### src/rtl/lockmon_pkg.sv
package lockmon_pkg;
  // Per-cycle verdict handed from the datapath to the control.
  typedef struct packed {
    logic cycleDone;  // one-clock strobe: a comparison cycle has ended
    logic inWindow;   // width <= lock threshold
    logic overLoss;   // width >  loss threshold
  } verdict_t;
endpackage

### src/rtl/lockmon_sync.sv
module lockmon_sync #(
  parameter int N      = 2,
  parameter int STAGES = 2
) (
  input  logic         clk,
  input  logic         rst,
  input  logic [N-1:0] d,
  output logic [N-1:0] q
);
  logic [STAGES-1:0][N-1:0] pipe;

  always_ff @(posedge clk) begin
    if (rst) begin
      pipe <= '0;
    end else begin
      pipe[0] <= d;
      for (int i = 1; i < STAGES; i++) begin
        pipe[i] <= pipe[i-1];
      end
    end
  end

  assign q = pipe[STAGES-1];
endmodule

### src/rtl/lockmon_datapath.sv
module lockmon_datapath
  import lockmon_pkg::*;
#(
  parameter int CNT_W       = 8,
  parameter int SYNC_STAGES = 2
) (
  input  logic             clk,
  input  logic             rst,
  input  logic             upPulse,
  input  logic             downPulse,
  input  logic [CNT_W-1:0] lockThresh,
  input  logic [CNT_W-1:0] lossThresh,
  output verdict_t         verdict
);
  localparam logic [CNT_W-1:0] WIDTH_MAX = {CNT_W{1'b1}};
  localparam logic [CNT_W-1:0] WIDTH_ONE = CNT_W'(1);

  logic [1:0]       syncQ;
  logic             errLow;
  logic             prevLow;
  logic             endEvt;
  logic [CNT_W-1:0] widthCnt;
  logic [CNT_W-1:0] widthNext;

  lockmon_sync #(.N(2), .STAGES(SYNC_STAGES)) u_sync (
    .clk (clk),
    .rst (rst),
    .d   ({upPulse, downPulse}),
    .q   (syncQ)
  );

  // Error pulse is the low phase of NOR(up, down).
  assign errLow = |syncQ;
  assign endEvt = prevLow && !errLow;

  always_comb begin
    if (!prevLow)                widthNext = WIDTH_ONE;
    else if (widthCnt == WIDTH_MAX) widthNext = widthCnt;
    else                         widthNext = widthCnt + WIDTH_ONE;
  end

  always_ff @(posedge clk) begin
    if (rst) begin
      prevLow  <= 1'b0;
      widthCnt <= '0;
    end else begin
      prevLow <= errLow;
      if (errLow) widthCnt <= widthNext;
    end
  end

  always_ff @(posedge clk) begin
    if (rst) begin
      verdict <= '0;
    end else begin
      verdict.cycleDone <= endEvt;
      verdict.inWindow  <= endEvt && (widthCnt <= lockThresh);
      verdict.overLoss  <= endEvt && (widthCnt >  lossThresh);
    end
  end

  AST_NO_WRAP: assert property (@(posedge clk) disable iff (rst)
    (errLow && prevLow) |=> (widthCnt >= $past(widthCnt))) else $error("width wrapped");

  AST_STROBE_SINGLE: assert property (@(posedge clk) disable iff (rst)
    verdict.cycleDone |=> !verdict.cycleDone) else $error("double strobe");
endmodule

### src/rtl/lockmon_control.sv
module lockmon_control
  import lockmon_pkg::*;
#(
  parameter int RUN_SHORT = 3,
  parameter int RUN_LONG  = 5
) (
  input  logic     clk,
  input  logic     rst,
  input  logic     precisionSel,
  input  verdict_t verdict,
  output logic     lockFlag
);
  localparam int RUN_W = $clog2(RUN_LONG + 1);

  logic [RUN_W-1:0] runCnt;
  logic [RUN_W-1:0] runNext;
  logic [RUN_W-1:0] target;

  assign target  = precisionSel ? RUN_W'(RUN_LONG) : RUN_W'(RUN_SHORT);
  assign runNext = runCnt + RUN_W'(1);

  always_ff @(posedge clk) begin
    if (rst) begin
      lockFlag <= 1'b0;
      runCnt   <= '0;
    end else if (verdict.cycleDone) begin
      if (!lockFlag) begin
        if (verdict.inWindow) begin
          if (runNext >= target) begin
            lockFlag <= 1'b1;
            runCnt   <= '0;
          end else begin
            runCnt <= runNext;
          end
        end else begin
          runCnt <= '0;
        end
      end else if (verdict.overLoss) begin
        lockFlag <= 1'b0;
        runCnt   <= '0;
      end
    end
  end

  AST_FLAG_ON_DECISION: assert property (@(posedge clk) disable iff (rst)
    !$stable(lockFlag) |-> $past(verdict.cycleDone)) else $error("flag moved off decision");

  AST_LOSS_CLEARS: assert property (@(posedge clk) disable iff (rst)
    (lockFlag && verdict.cycleDone && verdict.overLoss) |=> !lockFlag) else $error("loss kept lock");

  AST_MID_KEEPS: assert property (@(posedge clk) disable iff (rst)
    (lockFlag && verdict.cycleDone && !verdict.overLoss) |=> lockFlag) else $error("lock lost early");

  AST_BAD_RESTARTS: assert property (@(posedge clk) disable iff (rst)
    (!lockFlag && verdict.cycleDone && !verdict.inWindow) |=> (runCnt == '0)) else $error("run kept");

  AST_RUN_BOUND: assert property (@(posedge clk) disable iff (rst)
    runCnt < RUN_W'(RUN_LONG)) else $error("run overflow");
endmodule

### src/rtl/pll_lock_monitor.sv
module pll_lock_monitor
  import lockmon_pkg::*;
#(
  parameter int CNT_W       = 8,
  parameter int SYNC_STAGES = 2,
  parameter int RUN_SHORT   = 3,
  parameter int RUN_LONG    = 5
) (
  input  logic             clk,
  input  logic             rst,
  input  logic             upPulse,
  input  logic             downPulse,
  input  logic             precisionSel,
  input  logic [CNT_W-1:0] lockThresh,
  input  logic [CNT_W-1:0] lossThresh,
  output logic             lockFlag
);
  verdict_t verdict;

  lockmon_datapath #(.CNT_W(CNT_W), .SYNC_STAGES(SYNC_STAGES)) u_datapath (
    .clk        (clk),
    .rst        (rst),
    .upPulse    (upPulse),
    .downPulse  (downPulse),
    .lockThresh (lockThresh),
    .lossThresh (lossThresh),
    .verdict    (verdict)
  );

  lockmon_control #(.RUN_SHORT(RUN_SHORT), .RUN_LONG(RUN_LONG)) u_control (
    .clk          (clk),
    .rst          (rst),
    .precisionSel (precisionSel),
    .verdict      (verdict),
    .lockFlag     (lockFlag)
  );

  AST_RESET_UNLOCKED: assert property (@(posedge clk)
    $past(rst) |-> !lockFlag) else $error("not unlocked after reset");
endmodule

### config.mk
export PLATFORM = sky130hd
export DESIGN_NAME = pll_lock_monitor
export DESIGN_NICKNAME = d
export VERILOG_FILES = /design/src/rtl/lockmon_pkg.sv /design/src/rtl/lockmon_sync.sv /design/src/rtl/lockmon_datapath.sv /design/src/rtl/lockmon_control.sv /design/src/rtl/pll_lock_monitor.sv
export SDC_FILE = /design/constraint.sdc
export NUM_CORES = 1
export LEC_CHECK = 0
export BUFFER_PORTS_ARGS = -buffer_cell sky130_fd_sc_hd__buf_2
export CAP_MARGIN = 0
export CORE_MARGIN = 1.5
export CORE_UTILIZATION = 55
export DETAILED_ROUTE_END_ITERATION = 8
export GPL_ROUTABILITY_DRIVEN = 0
export MAX_ROUTING_LAYER = met4
export PLACE_DENSITY = 0.78
export SYNTH_ARGS = -nofsm -noshare
export SYNTH_HDL_FRONTEND = slang
export SYNTH_HIERARCHICAL = 1
export SYNTH_SLANG_ARGS = --single-unit
### constraint.sdc
create_clock -name clk -period 4.7 [get_ports clk]
set_input_delay 0.94 -clock clk [delete_from_list [all_inputs] [get_ports clk]]
set_output_delay 0.94 -clock clk [all_outputs]
set_load 0.02 [all_outputs]
==> impl_metrics.tcl <==
set metrics [dict create \
    required_ns 4.94 \
    syn-num-nets 198 \
    ctsLongestPathBuffers 2 \
    internal-power_uw 277.3 \
    floorplan.die.width_um 52.25 \
    cts_htree_levels 1 \
    starting_density_of_the_core 0.5916 \
    detail_route.wirelength_um 2867 \
    combined_area_of_all_synthesized_cells_um2 1334 \
    clock_latency_of_the_later_clocked_register_in_the_worst_skew_pair_ns 0.30 \
    global_route.usage.total 0.2481 \
    grt_start_max_net_pins 17 \
    tns_ns 0 \
    layoutNonFillerInstCount 206 \
    slowest_cell_delay_on_critical_path_ns 0.35 \
    wl_per_cell_um 13.92 \
    number_of_antenna_violations_at_the_first_check_in_global_routing 0 \
    final.period_utilization 0.4247 \
    peakVddDrop_mv 0.2566 \
    worst_slew_margin_rel 0.6959 \
    mostFrequentLayoutCells "inv_1 (22), buf_2 (21), ha_1 (20), dfxtp_1 (20)" \
    cts_inserted_buffers 3 \
    achievable-frequency_ghz 0.5009 \
    min-delay-path-class "flop to flop" \
    comb_power_share 0.114 \
    worst_path_max_delay_cell "dfxtp_1" \
    detail_route.drc_violations 0 \
    rsz0062_at_grt "no" \
    switching_power_share_of_the_total 0.2227 \
    worstSetupPathType "flop to flop" \
    synthesized_instance_count 157 \
    cts.hold.buffers_added 0 \
    seq_power_share 0.493 \
    final_period_minus_worst_setup_slack_ns 1.996 \
    drtAntennaViolNets 0 \
    seqCellArea_um2 400.4 \
    finish.instance_area_um2 1499 \
    grt_pass1_wl_um 4843 \
    routed_via_density 5.859 \
    end_kind "flop" \
    grt_remaining_overflow 0 \
    tritoncts "done" \
    dpl.cell_count 202 \
    finClkSkew_ns 0.005151 \
    power_density_nw_per_um2 238.0 \
    place.detailed.hpwl_um 2216 \
    placement.cell_area_um2 1446 \
    synthDistinctLibCells 38 \
    design.die.area_um2 2730 \
    detailedRoute.firstPassIterationCount 4 \
    cap_viol_max_count 0 \
    grt_pass1_vias 1130 \
    cts_num_sinks 20 \
    drive_gt1_frac 0.1966 \
    die_h_um 52.25 \
    crit_buf_inv 0 \
    layout-area-overhead-vs-synth_pct 12.38 \
    critical-path-top-cell-by-count "ha_1" \
    port_buffers 21 \
    critPathTopFamily "compound AO/OA/AOI/OAI gates" \
    avgSynthCellArea_um2 8.495 \
    multi_input_area_um2 823.3 \
    postLayoutCoreUtil 0.6648 \
    path_cells "ha_1, nor2b_1, or2_2, ha_1, a21oi_2, a211o_1, a211oi_2" \
    commonest_non_fill_non_tap_cell_in_the_layout "inv_1" \
    synth_seq_area_share 0.3002 \
    finalHoldViolations 0 \
    slew_viol_final 0 \
    routed-via-count 1207 \
    ctsResizeCount 0 \
    critical_path_arrival_ns 2.24 \
    placement_rows 17 \
    cts-root-buf "clkbuf_4" \
    worst_pin_slew_ns 0.4545 \
    yosys_warnings 6 \
    clk_pin_slew_worst_paths_ns 0.11 \
    core_area_um2 2255 \
    diodes 0 \
    clkPwrFrac 0.393 \
    worstPathMaxFanout 5 \
    nets 220 \
    drt_iter0_markers 31 \
    postCtsSetupBuffers 0 \
    fillCellCount 201 \
    synth.ff_latch_count 20 \
    critical_path.startpoint_type "flop" \
    top_level_ports 22 \
    setup_viol 0 \
    result_of_the_run "complete, no violations" \
    power.net_switching_uw 79.45 \
    cellLeakagePower_uw 0.0007124 \
]
[stage by stage]
| stage | setup slack (ns) | hold WS (ns) | total power [uW] |
|---|---|---|---|
| finish | 2.704 | 0.4500 | 356.8 |
| global route | 2.634 | 0.4562 | 372.5 |
| CTS | 2.691 | 0.4511 | 359.5 |
| detailed placement | 2.588 | 0.4343 | 220.0 |
| global placement | 2.636 | 0.4229 | 216.6 |
| floorplan | 2.748 | 0.4138 | 205.3 |
[area by class of cell]
| class | instances | share of cell area |
|---|---|---|
| well taps | 28 | 0.02337 |
| flip-flops and latches | 20 | 0.2671 |
| clock buffers | 3 | 0.01503 |
| multi-input cells | 111 | 0.5492 |
| clock inverters | 1 | 0.02003 |
| inverters | 22 | 0.05509 |
| repair buffers | 21 | 0.07012 |
[Yosys cell counts]
master     count  share of area
a211oi_1       2          0.011
o21a_1         1         0.0056
nand4b_1       1         0.0066
and3b_1        1         0.0066
a21oi_1       11          0.041
o21ai_0       11          0.041
o21ai_2        1         0.0066
nor4bb_1       1         0.0075
a311oi_1       1         0.0066
a211o_1        1         0.0066
a21oi_2        2          0.013
nor2_1        10          0.028
and3_1         2         0.0094
o2111ai_1      2          0.013
nor3_1         3          0.011
nand4_2        1         0.0094
nand2_1        6          0.017
buf_2          1         0.0037
o21bai_1       1         0.0056
nand3b_4       1          0.015
or2_2          2         0.0094
nand4_1        7          0.033
nand3_1        1         0.0037
a41oi_1        1         0.0066
o22ai_1        1         0.0047
a211oi_2       1         0.0094
nor2b_1        9          0.042
inv_1         22          0.062
a41o_1         1         0.0075
a31oi_1        3          0.014
o211ai_1       2          0.011
or3_4          1         0.0084
nor3b_1        1         0.0056
ha_1          20           0.19
a31o_2         1         0.0066
o31ai_1        1         0.0056
buf_4          3          0.017
dfxtp_1       20           0.30
[layer usage]
metal | share of wire | global-route usage | vias to the layer above
met3 | 0.052 | 0.06857 | 4
met5 | 0 | - | -
met2 | 0.48 | 0.4177 | 44
li1 | - | - | 607
met4 | 0.0080 | 0.08120 | 0
met1 | 0.46 | 0.2867 | 552
[final timing paths]
check / start / endpoint / slack (ns) / depth (start not counted)
worst max-delay path: u_control/runCnt[0] / u_control/lockFlag / 2.70 / 7
worst min-delay path: u_datapath/u_sync/pipe[0] / u_datapath/u_sync/q[0] / 0.45 / 1
worst max register to register: u_control/runCnt[0] / u_control/lockFlag / 2.70 / 7
worst min register to register: u_datapath/u_sync/pipe[0] / u_datapath/u_sync/q[0] / 0.45 / 1
[logic make-up (layout without fill, tap and decap cells)]
group,count (synthesis),after routing,synth area share
buf+inv,26,47,0.08255
fa+ha+maj,20,20,0.1876
simple gates,47,47,0.2129
flops,20,20,0.3002
compound gates,44,44,0.2167
[power groups by stage]
stage	sequential, uW	combinational, uW	clock (uW)
floorplan	179	26.3	0
global placement	179	37.1	0
detailed placement	180	40.4	0
CTS	176	40.7	143
global route	177	45.7	150
finish	176	40.5	140
[sequential cells by signal, indices dropped and copies added (netlist names)]
| name | count |
|---|---|
| u_datapath/widthCnt | 8 |
| u_control/runCnt | 3 |
| u_datapath/verdict | 3 |
| u_datapath/u_sync/pipe | 2 |
| u_datapath/u_sync/q | 2 |
| u_control/lockFlag | 1 |
| u_datapath/prevLow | 1 |
Power figures use the tool's default switching activity.
